==> config.mk <==
export PLATFORM = sky130hd
export DESIGN_NAME = agu_ea_gen
export DESIGN_NICKNAME = d
export VERILOG_FILES = /design/src/rtl/agu_pkg.sv /design/src/rtl/agu_disp_ext.sv /design/src/rtl/agu_offset.sv /design/src/rtl/agu_segsel.sv /design/src/rtl/agu_phys.sv /design/src/rtl/agu_ea_gen.sv
export SDC_FILE = /design/constraint.sdc
export NUM_CORES = 1
export LEC_CHECK = 0
export CORE_MARGIN = 10
export CORE_UTILIZATION = 45
export DETAILED_ROUTE_END_ITERATION = 16
export GPL_TIMING_DRIVEN = 0
export PLACE_DENSITY = 0.93
export SLEW_MARGIN = 10
export SYNTH_ARGS = -nofsm -noshare
export SYNTH_HDL_FRONTEND = slang
export SYNTH_SLANG_ARGS = --single-unit
==> constraint.sdc <==
create_clock -name clk -period 13.2 [get_ports clk]
set_input_delay 2.64 -clock clk [delete_from_list [all_inputs] [get_ports clk]]
set_output_delay 2.64 -clock clk [all_outputs]
set_load 0.005 [all_outputs]
==> src/rtl/agu_pkg.sv <==
// Package: shared codes for the effective address generator.
// Assumes a 2-bit segment code and a 3-bit mode code.
package agu_pkg;

    typedef enum logic [1:0] {
        SG_EXTRA = 2'd0,
        SG_CODE  = 2'd1,
        SG_STACK = 2'd2,
        SG_DATA  = 2'd3
    } seg_id_e;

    localparam logic [2:0] AM_DIRECT     = 3'd0;
    localparam logic [2:0] AM_REG_IND    = 3'd1;
    localparam logic [2:0] AM_BASE_REL   = 3'd2;
    localparam logic [2:0] AM_INDEX_REL  = 3'd3;
    localparam logic [2:0] AM_BASE_INDEX = 3'd4;

    localparam logic [1:0] DK_NONE = 2'd0;
    localparam logic [1:0] DK_BYTE = 2'd1;

    localparam logic [1:0] PTR_BX = 2'd0;
    localparam logic [1:0] PTR_BP = 2'd1;
    localparam logic [1:0] PTR_SI = 2'd2;
    localparam logic [1:0] PTR_DI = 2'd3;

endpackage

==> src/rtl/agu_disp_ext.sv <==
// Displacement extender: produces the displacement term for the offset adder.
// Assumes the short form sits in the low SHORT_W bits of the displacement.
module agu_disp_ext #(
    parameter int unsigned OFS_W   = 16,
    parameter int unsigned SHORT_W = 8
) (
    input  logic [1:0]       kind_i,
    input  logic [OFS_W-1:0] disp_i,
    output logic [OFS_W-1:0] term_o
);
    import agu_pkg::*;

    localparam int unsigned EXT_W = OFS_W - SHORT_W;

    logic [OFS_W-1:0] short_ext;

    // Sign-extend the short displacement to the full offset width.
    always_comb begin
        short_ext = {{EXT_W{disp_i[SHORT_W-1]}}, disp_i[SHORT_W-1:0]};
    end

    // Select none, short or full displacement.
    always_comb begin
        unique case (kind_i)
            DK_NONE: term_o = '0;
            DK_BYTE: term_o = short_ext;
            default: term_o = disp_i;
        endcase
    end

endmodule

==> src/rtl/agu_offset.sv <==
// Offset former: chooses up to three addends per mode and sums them modulo
// 2^OFS_W. Also reports whether BP or DI takes part, for segment selection.
// Assumes reserved mode codes behave as direct.
module agu_offset #(
    parameter int unsigned OFS_W = 16
) (
    input  logic [2:0]       mode_i,
    input  logic [1:0]       ptr_sel_i,
    input  logic             base_sel_i,
    input  logic             index_sel_i,
    input  logic [OFS_W-1:0] disp_raw_i,
    input  logic [OFS_W-1:0] disp_term_i,
    input  logic [OFS_W-1:0] bx_i,
    input  logic [OFS_W-1:0] bp_i,
    input  logic [OFS_W-1:0] si_i,
    input  logic [OFS_W-1:0] di_i,
    output logic [OFS_W-1:0] ofs_o,
    output logic             bp_used_o,
    output logic             di_used_o
);
    import agu_pkg::*;

    logic [OFS_W-1:0] base_val;
    logic [OFS_W-1:0] index_val;
    logic [OFS_W-1:0] ptr_val;
    logic [OFS_W-1:0] add_a;
    logic [OFS_W-1:0] add_b;
    logic [OFS_W-1:0] add_c;

    // Resolve the base, index and single-pointer register values.
    always_comb begin
        base_val  = base_sel_i  ? bp_i : bx_i;
        index_val = index_sel_i ? di_i : si_i;
        unique case (ptr_sel_i)
            PTR_BX:  ptr_val = bx_i;
            PTR_BP:  ptr_val = bp_i;
            PTR_SI:  ptr_val = si_i;
            default: ptr_val = di_i;
        endcase
    end

    // Route addends per mode; unused addends are zero.
    always_comb begin
        add_a = '0;
        add_b = '0;
        add_c = '0;
        unique case (mode_i)
            AM_REG_IND:    add_a = ptr_val;
            AM_BASE_REL: begin
                add_a = base_val;
                add_c = disp_term_i;
            end
            AM_INDEX_REL: begin
                add_b = index_val;
                add_c = disp_term_i;
            end
            AM_BASE_INDEX: begin
                add_a = base_val;
                add_b = index_val;
                add_c = disp_term_i;
            end
            default:       add_a = disp_raw_i;
        endcase
    end

    // Three-input sum truncated to the offset width.
    always_comb begin
        ofs_o = add_a + add_b + add_c;
    end

    // Report which pointer registers take part in the reference.
    always_comb begin
        bp_used_o = 1'b0;
        di_used_o = 1'b0;
        unique case (mode_i)
            AM_REG_IND: begin
                bp_used_o = (ptr_sel_i == PTR_BP);
                di_used_o = (ptr_sel_i == PTR_DI);
            end
            AM_BASE_REL:   bp_used_o = base_sel_i;
            AM_INDEX_REL:  di_used_o = index_sel_i;
            AM_BASE_INDEX: begin
                bp_used_o = base_sel_i;
                di_used_o = index_sel_i;
            end
            default: ;
        endcase
    end

endmodule

==> src/rtl/agu_segsel.sv <==
// Segment selector: string-with-DI forces the extra segment, otherwise an
// override wins, otherwise BP implies stack and everything else data.
// Assumes the segment bank is indexed by the segment code.
module agu_segsel #(
    parameter int unsigned SEG_W = 16,
    parameter int unsigned N_SEG = 4
) (
    input  logic                       bp_used_i,
    input  logic                       di_used_i,
    input  logic                       str_op_i,
    input  logic                       ovr_en_i,
    input  logic [1:0]                 ovr_sel_i,
    input  logic [N_SEG-1:0][SEG_W-1:0] seg_bank_i,
    output agu_pkg::seg_id_e           seg_id_o,
    output logic [SEG_W-1:0]           seg_val_o
);
    import agu_pkg::*;

    // Priority: string/DI, then override, then default by base register.
    always_comb begin
        if (str_op_i && di_used_i) begin
            seg_id_o = SG_EXTRA;
        end else if (ovr_en_i) begin
            seg_id_o = seg_id_e'(ovr_sel_i);
        end else if (bp_used_i) begin
            seg_id_o = SG_STACK;
        end else begin
            seg_id_o = SG_DATA;
        end
    end

    // Fetch the chosen segment value from the bank.
    always_comb begin
        seg_val_o = seg_bank_i[seg_id_o];
    end

endmodule

==> src/rtl/agu_phys.sv <==
// Physical address adder: segment shifted left by SHIFT plus zero-extended
// offset, truncated to PA_W bits.
module agu_phys #(
    parameter int unsigned SEG_W = 16,
    parameter int unsigned OFS_W = 16,
    parameter int unsigned SHIFT = 4
) (
    input  logic [SEG_W-1:0]       seg_i,
    input  logic [OFS_W-1:0]       ofs_i,
    output logic [SEG_W+SHIFT-1:0] pa_o
);
    localparam int unsigned PA_W = SEG_W + SHIFT;

    logic [PA_W-1:0] seg_sh;
    logic [PA_W-1:0] ofs_ext;

    // Align operands to the physical width.
    always_comb begin
        seg_sh  = {seg_i, {SHIFT{1'b0}}};
        ofs_ext = PA_W'(ofs_i);
    end

    // Sum modulo 2^PA_W.
    always_comb begin
        pa_o = seg_sh + ofs_ext;
    end

endmodule

==> src/rtl/agu_ea_gen.sv <==
// Segmented effective address generator top. Combines offset forming,
// segment selection and the shift-and-add, then registers the result on a
// request strobe with a one-cycle valid. Synchronous active-low reset.
module agu_ea_gen #(
    parameter int unsigned OFS_W   = 16,
    parameter int unsigned SHIFT   = 4,
    parameter int unsigned SHORT_W = 8,
    localparam int unsigned PA_W   = OFS_W + SHIFT
) (
    input  logic             clk,
    input  logic             rst_n,
    input  logic             req_i,
    input  logic [2:0]       mode_i,
    input  logic [1:0]       ptr_sel_i,
    input  logic             base_sel_i,
    input  logic             index_sel_i,
    input  logic [1:0]       disp_kind_i,
    input  logic [OFS_W-1:0] disp_i,
    input  logic [OFS_W-1:0] bx_i,
    input  logic [OFS_W-1:0] bp_i,
    input  logic [OFS_W-1:0] si_i,
    input  logic [OFS_W-1:0] di_i,
    input  logic [OFS_W-1:0] es_i,
    input  logic [OFS_W-1:0] cs_i,
    input  logic [OFS_W-1:0] ss_i,
    input  logic [OFS_W-1:0] ds_i,
    input  logic             ovr_en_i,
    input  logic [1:0]       ovr_sel_i,
    input  logic             str_op_i,
    output logic             vld_o,
    output logic [OFS_W-1:0] ea_o,
    output logic [1:0]       seg_id_o,
    output logic [PA_W-1:0]  phys_o
);
    import agu_pkg::*;

    localparam int unsigned N_SEG = 4;

    logic [OFS_W-1:0]             disp_term;
    logic [OFS_W-1:0]             ofs_c;
    logic                         bp_used;
    logic                         di_used;
    seg_id_e                      seg_id_c;
    logic [OFS_W-1:0]             seg_val_c;
    logic [PA_W-1:0]              pa_c;
    logic [N_SEG-1:0][OFS_W-1:0]  seg_bank;
    logic [OFS_W-1:0]             seg_val_q;

    // Pack the segment registers in code order.
    always_comb begin
        seg_bank = {ds_i, ss_i, cs_i, es_i};
    end

    agu_disp_ext #(.OFS_W(OFS_W), .SHORT_W(SHORT_W)) u_disp (
        .kind_i (disp_kind_i),
        .disp_i (disp_i),
        .term_o (disp_term)
    );

    agu_offset #(.OFS_W(OFS_W)) u_ofs (
        .mode_i      (mode_i),
        .ptr_sel_i   (ptr_sel_i),
        .base_sel_i  (base_sel_i),
        .index_sel_i (index_sel_i),
        .disp_raw_i  (disp_i),
        .disp_term_i (disp_term),
        .bx_i        (bx_i),
        .bp_i        (bp_i),
        .si_i        (si_i),
        .di_i        (di_i),
        .ofs_o       (ofs_c),
        .bp_used_o   (bp_used),
        .di_used_o   (di_used)
    );

    agu_segsel #(.SEG_W(OFS_W), .N_SEG(N_SEG)) u_seg (
        .bp_used_i  (bp_used),
        .di_used_i  (di_used),
        .str_op_i   (str_op_i),
        .ovr_en_i   (ovr_en_i),
        .ovr_sel_i  (ovr_sel_i),
        .seg_bank_i (seg_bank),
        .seg_id_o   (seg_id_c),
        .seg_val_o  (seg_val_c)
    );

    agu_phys #(.SEG_W(OFS_W), .OFS_W(OFS_W), .SHIFT(SHIFT)) u_pa (
        .seg_i (seg_val_c),
        .ofs_i (ofs_c),
        .pa_o  (pa_c)
    );

    // Valid strobe: high for the cycle after each request.
    always_ff @(posedge clk) begin
        if (!rst_n) vld_o <= 1'b0;
        else        vld_o <= req_i;
    end

    // Result registers: load on request, hold otherwise.
    always_ff @(posedge clk) begin
        if (!rst_n) begin
            ea_o      <= '0;
            seg_id_o  <= '0;
            phys_o    <= '0;
            seg_val_q <= '0;
        end else if (req_i) begin
            ea_o      <= ofs_c;
            seg_id_o  <= seg_id_c;
            phys_o    <= pa_c;
            seg_val_q <= seg_val_c;
        end
    end

    AST_VLD_AFTER_REQ: assert property (@(posedge clk) disable iff (!rst_n)
        req_i |=> vld_o);
    AST_VLD_ONE_SHOT: assert property (@(posedge clk) disable iff (!rst_n)
        !req_i |=> !vld_o);
    AST_HOLD_IDLE: assert property (@(posedge clk) disable iff (!rst_n)
        !req_i |=> ($stable(phys_o) && $stable(ea_o) && $stable(seg_id_o)));
    AST_PHYS_SUM: assert property (@(posedge clk) disable iff (!rst_n)
        vld_o |-> (phys_o == (PA_W'({seg_val_q, {SHIFT{1'b0}}}) + PA_W'(ea_o))));
    AST_STR_DI_EXTRA: assert property (@(posedge clk) disable iff (!rst_n)
        (req_i && str_op_i && di_used) |=> (seg_id_o == 2'(SG_EXTRA)));
    AST_BP_STACK: assert property (@(posedge clk) disable iff (!rst_n)
        (req_i && !ovr_en_i && !(str_op_i && di_used) && bp_used)
        |=> (seg_id_o == 2'(SG_STACK)));
    AST_OVR_WINS: assert property (@(posedge clk) disable iff (!rst_n)
        (req_i && ovr_en_i && !(str_op_i && di_used)) |=> (seg_id_o == $past(ovr_sel_i)));

endmodule

## Word level (Yosys, flattened, before mapping)

Cells that the tools add are included.

| word-level totals | value |
|---|---|
| flip-flop bits (word level) | 39 |
| output and inout bits | 39 |

| cells by class | value |
|---|---|
| add/sub/neg operators | 3 |
| magnitude comparators | 1 |
| eq/ne operators | 8 |
| muxes and demuxes | 14 |
| reductions and logical operators | 6 |

Operator list:

| kind | count |
|---|---|
| 16-bit case mux with 3 select lines | 2 |
| 16-bit 2-to-1 mux | 5 |
| 16-bit adder | 2 |
| 16-bit binary-select mux with 2-bit select | 1 |
| 16-bit case mux with 2 select lines | 1 |
| 20-bit by 16-bit adder with 20-bit output | 1 |
| 3-bit by 2-bit equality test with 1-bit output, second input constant | 2 |
| 2-bit by 1-bit equality test with 1-bit output, second input constant | 2 |
| 2-bit equality test, second input constant | 2 |
| 2-bit logical NOT | 2 |
| 2-bit 2-to-1 mux | 2 |
| 1-bit case mux with 2 select lines | 2 |
| 2-bit OR reduction | 2 |
| 3-bit by 1-bit equality test with 1-bit output, second input constant | 1 |
| 3-bit equality test, second input constant | 1 |
| 2-bit by 3-bit less-than comparator with 1-bit output, second input constant | 1 |
| 3-bit OR reduction | 1 |
| 1-bit logical AND | 1 |
| 1-bit 2-to-1 mux | 1 |

## Longest topological paths before layout

Gate-level depths: netlist of run 1.

| depth | value |
|---|---|
| depth after elaboration | 9 |
| mapped depth | 26 |
| depth with buffers taken out | 24 |

## Modules after synthesis

A second synthesis of run 1 with hierarchy kept.

| second synthesis, totals | value |
|---|---|
| cells, all modules | 697 |
| area, all modules | 5818.1 µm² |

By module, submodules not included:

| module | times used | cells an instance | area an instance (µm²) |
|---|---|---|---|
| agu_offset | 1 | 375 | 2808.9 |
| agu_ea_gen | 1 | 125 | 1478.9 |
| agu_phys | 1 | 110 | 802.0 |
| agu_segsel | 1 | 60 | 575.6 |
| agu_disp_ext | 1 | 27 | 152.6 |

## Worst setup path after synthesis of run 1

Ideal clock, no wire load.

| timing path | value |
|---|---|
| path type | in2reg |
| start point | input ptr_sel_i[0] |
| end point | register phys_o[16] |
| setup time | 0.122 ns |
| data arrival time | 7.786 ns |
| required time | 13.078 ns |
| path slack | 5.292 ns |
| cell stages on the path | 22 |
| cells stage by stage | buf_2 buf_1 mux4_2 nand2_1 nand2_1 a221oi_1 fa_1 inv_1 ha_1 a21oi_1 o21ai_0 xor2_1 ha_1 a21o_1 a21oi_1 o21ai_0 and3_1 mux2_2 o211a_1 o211ai_1 a21boi_0 a311o_1 |

RTL lines:

| what | RTL line | RTL |
|---|---|---|
| start, declared | agu_ea_gen.sv:14 | `input logic [1:0] ptr_sel_i,` |
| 2-bit equality test, or another cell as far along | agu_offset.sv:34 | `unique case (ptr_sel_i)` |
| 16-bit case mux with 3 select lines * | agu_offset.sv:34 |  |
| 16-bit case mux with 3 select lines * | agu_offset.sv:47 | `unique case (mode_i)` |
| 16-bit adder * (2 in series) | agu_offset.sv:68 | `ofs_o = add_a + add_b + add_c;` |
| via ofs_c[6] | agu_ea_gen.sv:40 | `logic [OFS_W-1:0] ofs_c;` |
| 20-bit by 16-bit adder with 20-bit output * | agu_phys.sv:25 | `pa_o = seg_sh + ofs_ext;` |
| end signal, assigned | agu_ea_gen.sv:109 | `phys_o <= pa_c;` |
| end, declared | agu_ea_gen.sv:33 | `output logic [PA_W-1:0] phys_o` |

The timed path passes the listed nets; every way through them passes the cells marked *. The select of a mux whose other input is x is not followed.
A chain may end at the register's enable or synchronous reset.

## Worst setup path after layout of run 1

| timing path | value |
|---|---|
| start point | input mode_i[1] |
| end point | register phys_o[16] |

RTL lines:

| what | RTL line | RTL |
|---|---|---|
| start, declared | agu_ea_gen.sv:13 | `input logic [2:0] mode_i,` |
| 3-bit by 2-bit equality test with 1-bit output / 3-bit equality test (equally long branches) | agu_offset.sv:47 |  |
| 2-bit OR reduction (no line) | -- |  |
| 16-bit case mux with 3 select lines / 16-bit 2-to-1 mux (equally long branches) | agu_offset.sv:47 |  |
| 16-bit adder | agu_offset.sv:68 |  |
| 16-bit adder * | agu_offset.sv:68 |  |
| via ofs_c[5] | agu_ea_gen.sv:40 |  |
| 20-bit by 16-bit adder with 20-bit output * | agu_phys.sv:25 |  |

Marked as above.

==> results of run 1 <==
## worst max-delay path by stage
stage | startpoint | endpoint | slack [ns] | depth (start not counted)
floorplan | ptr_sel_i[0] | phys_o[16]$_SDFFE_PN0P_ | 5.29 | 22
global placement | mode_i[1] | phys_o[16]$_SDFFE_PN0P_ | 4.66 | 24
CTS | mode_i[1] | phys_o[16]$_SDFFE_PN0P_ | 4.75 | 24
detailed placement | mode_i[1] | phys_o[16]$_SDFFE_PN0P_ | 4.48 | 24
global route | mode_i[1] | phys_o[16]$_SDFFE_PN0P_ | 4.30 | 24
finish | mode_i[1] | phys_o[16]$_SDFFE_PN0P_ | 4.70 | 24
## synthesized netlist by cell type (2+ instances only)
master     number  area (µm²)
a221o_1         2        20.0
a2111oi_0       2        17.5
o22ai_1         3        18.8
ha_1           25         313
nor2b_1         6        37.5
inv_1          35         131
nand3b_1        3        22.5
a221oi_1       13         114
nand2_1       120         450
nand2b_1        5        31.3
buf_1           7        26.3
a21oi_1        25         125
mux2_2         15         169
xor2_1          6        52.6
o31a_1          2        17.5
nor3_1         10        50.1
and3b_1         2        17.5
xnor2_1        18         158
nand3_1         8        40.0
fa_1           17         340
clkbuf_1       26        97.6
nor3b_1         3        22.5
buf_6           3        33.8
o21ai_0        38         190
and2_1          4        25.0
mux4_2         16         360
dfxtp_1        35         701
or3_1           3        18.8
o211ai_1        5        37.5
o211a_1         2        20.0
a211o_1         2        17.5
o21a_1          8        60.1
o2111ai_1       2        17.5
a21o_1         10        75.1
a31oi_1        12        75.1
buf_4           4        30.0
buf_2           3        15.0
or2_2           4        25.0
mux2i_1        50         500
a211oi_1       23         173
and3_1         12        75.1
nor2_1         63         236
## per-layer routing
layer / GRT usage, % / vias up / wire [µm]
met5: 0 / - / 0
met4: 7.70 / 0 / 667
met3: 5.83 / 69 / 1530
met2: 39.0 / 297 / 9360
met1: 25.1 / 2770 / 7080
li1: - / 2818 / -
## cell usage in the layout, fill, tap and decap left out, types with 4 or more instances in the layout
cell / count
mux2i_1: 50
buf_4: 4
nor3_1: 10
o211ai_1: 5
mux4_2: 16
mux2_2: 15
a211oi_1: 23
a221oi_1: 13
clkbuf_16: 5
nor2_1: 63
fa_1: 17
nor2b_1: 6
clkdlybuf4s50_1: 193
o21a_1: 8
a21o_1: 10
and3_1: 12
nand2_1: 120
dfxtp_1: 35
ha_1: 25
inv_1: 35
xor2_1: 6
a31oi_1: 12
xnor2_1: 18
or2_2: 4
a21oi_1: 25
nand2b_1: 5
and2_1: 4
o21ai_0: 38
nand3_1: 8
clkbuf_1: 26
buf_1: 7
## kinds of logic after synthesis
| kind of cell | Yosys count | synth area share [%] |
|---|---|---|
| mux | 82 | 20.2 |
| buf+inv | 79 | 6.55 |
| fa+ha+maj | 42 | 12.6 |
| compound gates | 159 | 20.9 |
| xor+xnor | 24 | 4.06 |
| flops | 35 | 13.5 |
| simple gates | 251 | 22.1 |
## cell type report
type | count | area (µm²) | area share [%]
inverter | 35 | 131 | 1.76
sequential | 35 | 701 | 9.41
clock buffer | 7 | 153 | 2.05
clock inverter | 1 | 7.51 | 0.101
buffer | 44 | 208 | 2.79
tap | 143 | 179 | 2.40
timing repair buffer | 193 | 1930 | 25.9
multi-input combinational | 558 | 4140 | 55.5
## metrics by stage
step / cell area, µm² / hold slack [ns] / total power, mW
global route: 7450 / 0.501 / 0.802
finish: 7450 / 0.480 / 0.747
floorplan: 5170 / 0.457 / 0.438
global placement: 7290 / 0.461 / 0.598
CTS: 7450 / 0.473 / 0.743
detailed placement: 7290 / 0.460 / 0.614
## registers in the layout, summed over array words and instances (netlist names)
register / count
phys_o: 16
vld_o: 1
ea_o: 16
seg_id_o: 2
## worst register-to-register path, stage by stage (launching register included)
cell,delay (ns)
dfxtp_1,0.31
and3_1,0.16
a311o_1,0.32
## where the power goes
group	leakage, nW	internal (mW)	total (mW)	switching, mW
Sequential	0.289	0.130	0.144	0.0140
Clock	0.0761	0.0802	0.126	0.0461
Combinational	2.85	0.241	0.477	0.236
Total	3.22	0.451	0.747	0.296
==> results.py, run 1 <==
metrics = {
    "global_routing": {
        "grt_pass1_wl_mm": 29.9,
        "antenna_found_initial": 0,
        "grt_overflow": 0,
        "grt_use_total_pct": 22.1,
        "grt_pass1_vias": 6073,
        "grt_max_degree": 12,
    },
    "setup_path": {
        "worstPathRequired_ns": 13.37,
        "critPathKind": "in -> reg",
        "critPathLaunchType": "primary input",
        "end_kind": "flop",
        "slowest_stage": "clkdlybuf4s50_1",
        "path_common_cell": "fa_1",
        "reg2reg_from": "phys_o[16]$_SDFFE_PN0P_",
        "crit_buf_inv": 5,
        "cp_top_family": "compound AO/OA/AOI/OAI gates",
        "r2r_slack_ns": 12.29,
        "crit_fanout": 10,
        "path_cells": "clkdlybuf4s50_1 > buf_2 > or2_2 > clkbuf_1 > a211oi_1 > a221oi_1 > fa_1 > inv_1 > ha_1 > inv_1 > fa_1 > nor2b_1 > o31a_1 > a21oi_1 > fa_1 > a21o_1 > a21oi_1 > o21ai_0 > and3_1 > mux2_2 > o211a_1 > o211ai_1 > a21boi_0 > a311o_1",
        "reg2reg_to": "phys_o[16]$_SDFFE_PN0P_",
        "rr_worst_depth": 2,
        "slowest_delay_ns": 0.55,
        "cp.arrival_ns": 8.67,
    },
    "drt": {
        "wl_per_cell_um": 18.3,
        "drt_pass1_iterations": 5,
        "ant_nets": 0,
        "drt_iter0_drc": 513,
        "drc": 0,
        "drt-total-wl_mm": 18.6,
        "via_per_inst": 5.86,
        "vias": 5954,
    },
    "sta": {
        "clock_skew_ns": 0,
        "tightest_slew_ns": 0.854,
        "finalSetupViolCount": 0,
        "final_max_slew_viol_count": 0,
        "grt_setup_unrepaired": "false",
        "relSlewSlack_pct": 43.1,
        "setup_tns_ns": 0,
        "min_period_ns": 8.50,
        "post-route-period-util_pct": 64.4,
        "fmax_ghz": 0.118,
        "hold_viol": 0,
        "finalWorstSetupSlack_ns": 4.70,
    },
    "clock_network": {
        "cts_root_buf": "clkbuf_16",
        "clock_latency_ns": 0.29,
        "cts_buffers": 5,
        "ctsLongestPathBuffers": 2,
        "clk_pin_slew_ns": 0.06,
        "postCtsResizedCells": 0,
        "postCtsSetupBuffers": 0,
        "postCtsHoldBufs": 0,
        "htreeDepth": 2,
        "cts_tree": "yes",
        "clock-sinks": 35,
    },
    "final_layout": {
        "syn_to_final_growth_pct": 43.9,
        "drive_above_1_share_pct": 7.10,
        "final_nets": 1074,
        "finalNonFillerCells": 1016,
        "insertedDiodeCount": 0,
        "fillers": 914,
        "utilization_pct": 65.8,
    },
    "place": {
        "dp_hpwl_mm": 15.6,
        "gp_congestion": 0.864,
        "dp.cells": 1008,
        "portBuffers": 193,
        "pre_cts_slack_ns": 4.48,
    },
    "logic_synthesis": {
        "ys_warn_count": 0,
        "syn_nets": 874,
        "syn_inst": 672,
        "syn_area_um2": 5170,
        "syn_area_per_cell_um2": 7.70,
        "async_flop_share_pct": 0,
        "yosysSeqAreaShare_pct": 13.5,
        "ys_ff_latch": 35,
        "ys_types": 62,
        "synth-edff-count": 0,
        "synth_ff_type": "dfxtp_1",
    },
    "job": {
        "cap_viol_max_count": 0,
    },
    "floorplan": {
        "core-area_um2": 11300,
        "initial_utilization_pct": 45.7,
        "ios": 199,
        "fp.dieH_um": 127,
        "die_w_um": 127,
        "rows": 39,
        "die_area_um2": 16200,
    },
    "power": {
        "peakVddDrop_uv": 76.4,
        "power_density_nw_per_um2": 100,
        "leakage_nw": 3.22,
    },
    "hold_path": {
        "worstHoldEndpoint": "phys_o[15]$_SDFFE_PN0P_",
        "hold_start": "phys_o[15]$_SDFFE_PN0P_",
        "hold_class": "reg -> reg",
        "hold_path_depth": 2,
    },
    "status": {
        "status": "complete, no violations",
    },
}
(Power assumes the default switching activity.)
==> run 2, diff against run 1 <==
==> constraint.sdc (replaced) <==
create_clock -name clk -period 8.86 [get_ports clk]
set_input_delay 1.772 -clock clk [delete_from_list [all_inputs] [get_ports clk]]
set_output_delay 1.772 -clock clk [all_outputs]
set_load 0.005 [all_outputs]
==> results of run 2 <==
Same layout as run 1 (identical final DEF). Status: complete, no violations.
Among the figures that moved: setup slack after placement 4.48 ns -> 1.01 ns; setup slack after layout 4.70 ns -> 1.22 ns; register-to-register setup slack 12.29 ns -> 7.95 ns; total power 0.747 mW -> 1.11 mW; worst IR drop on VDD 76.4 µV -> 114 µV
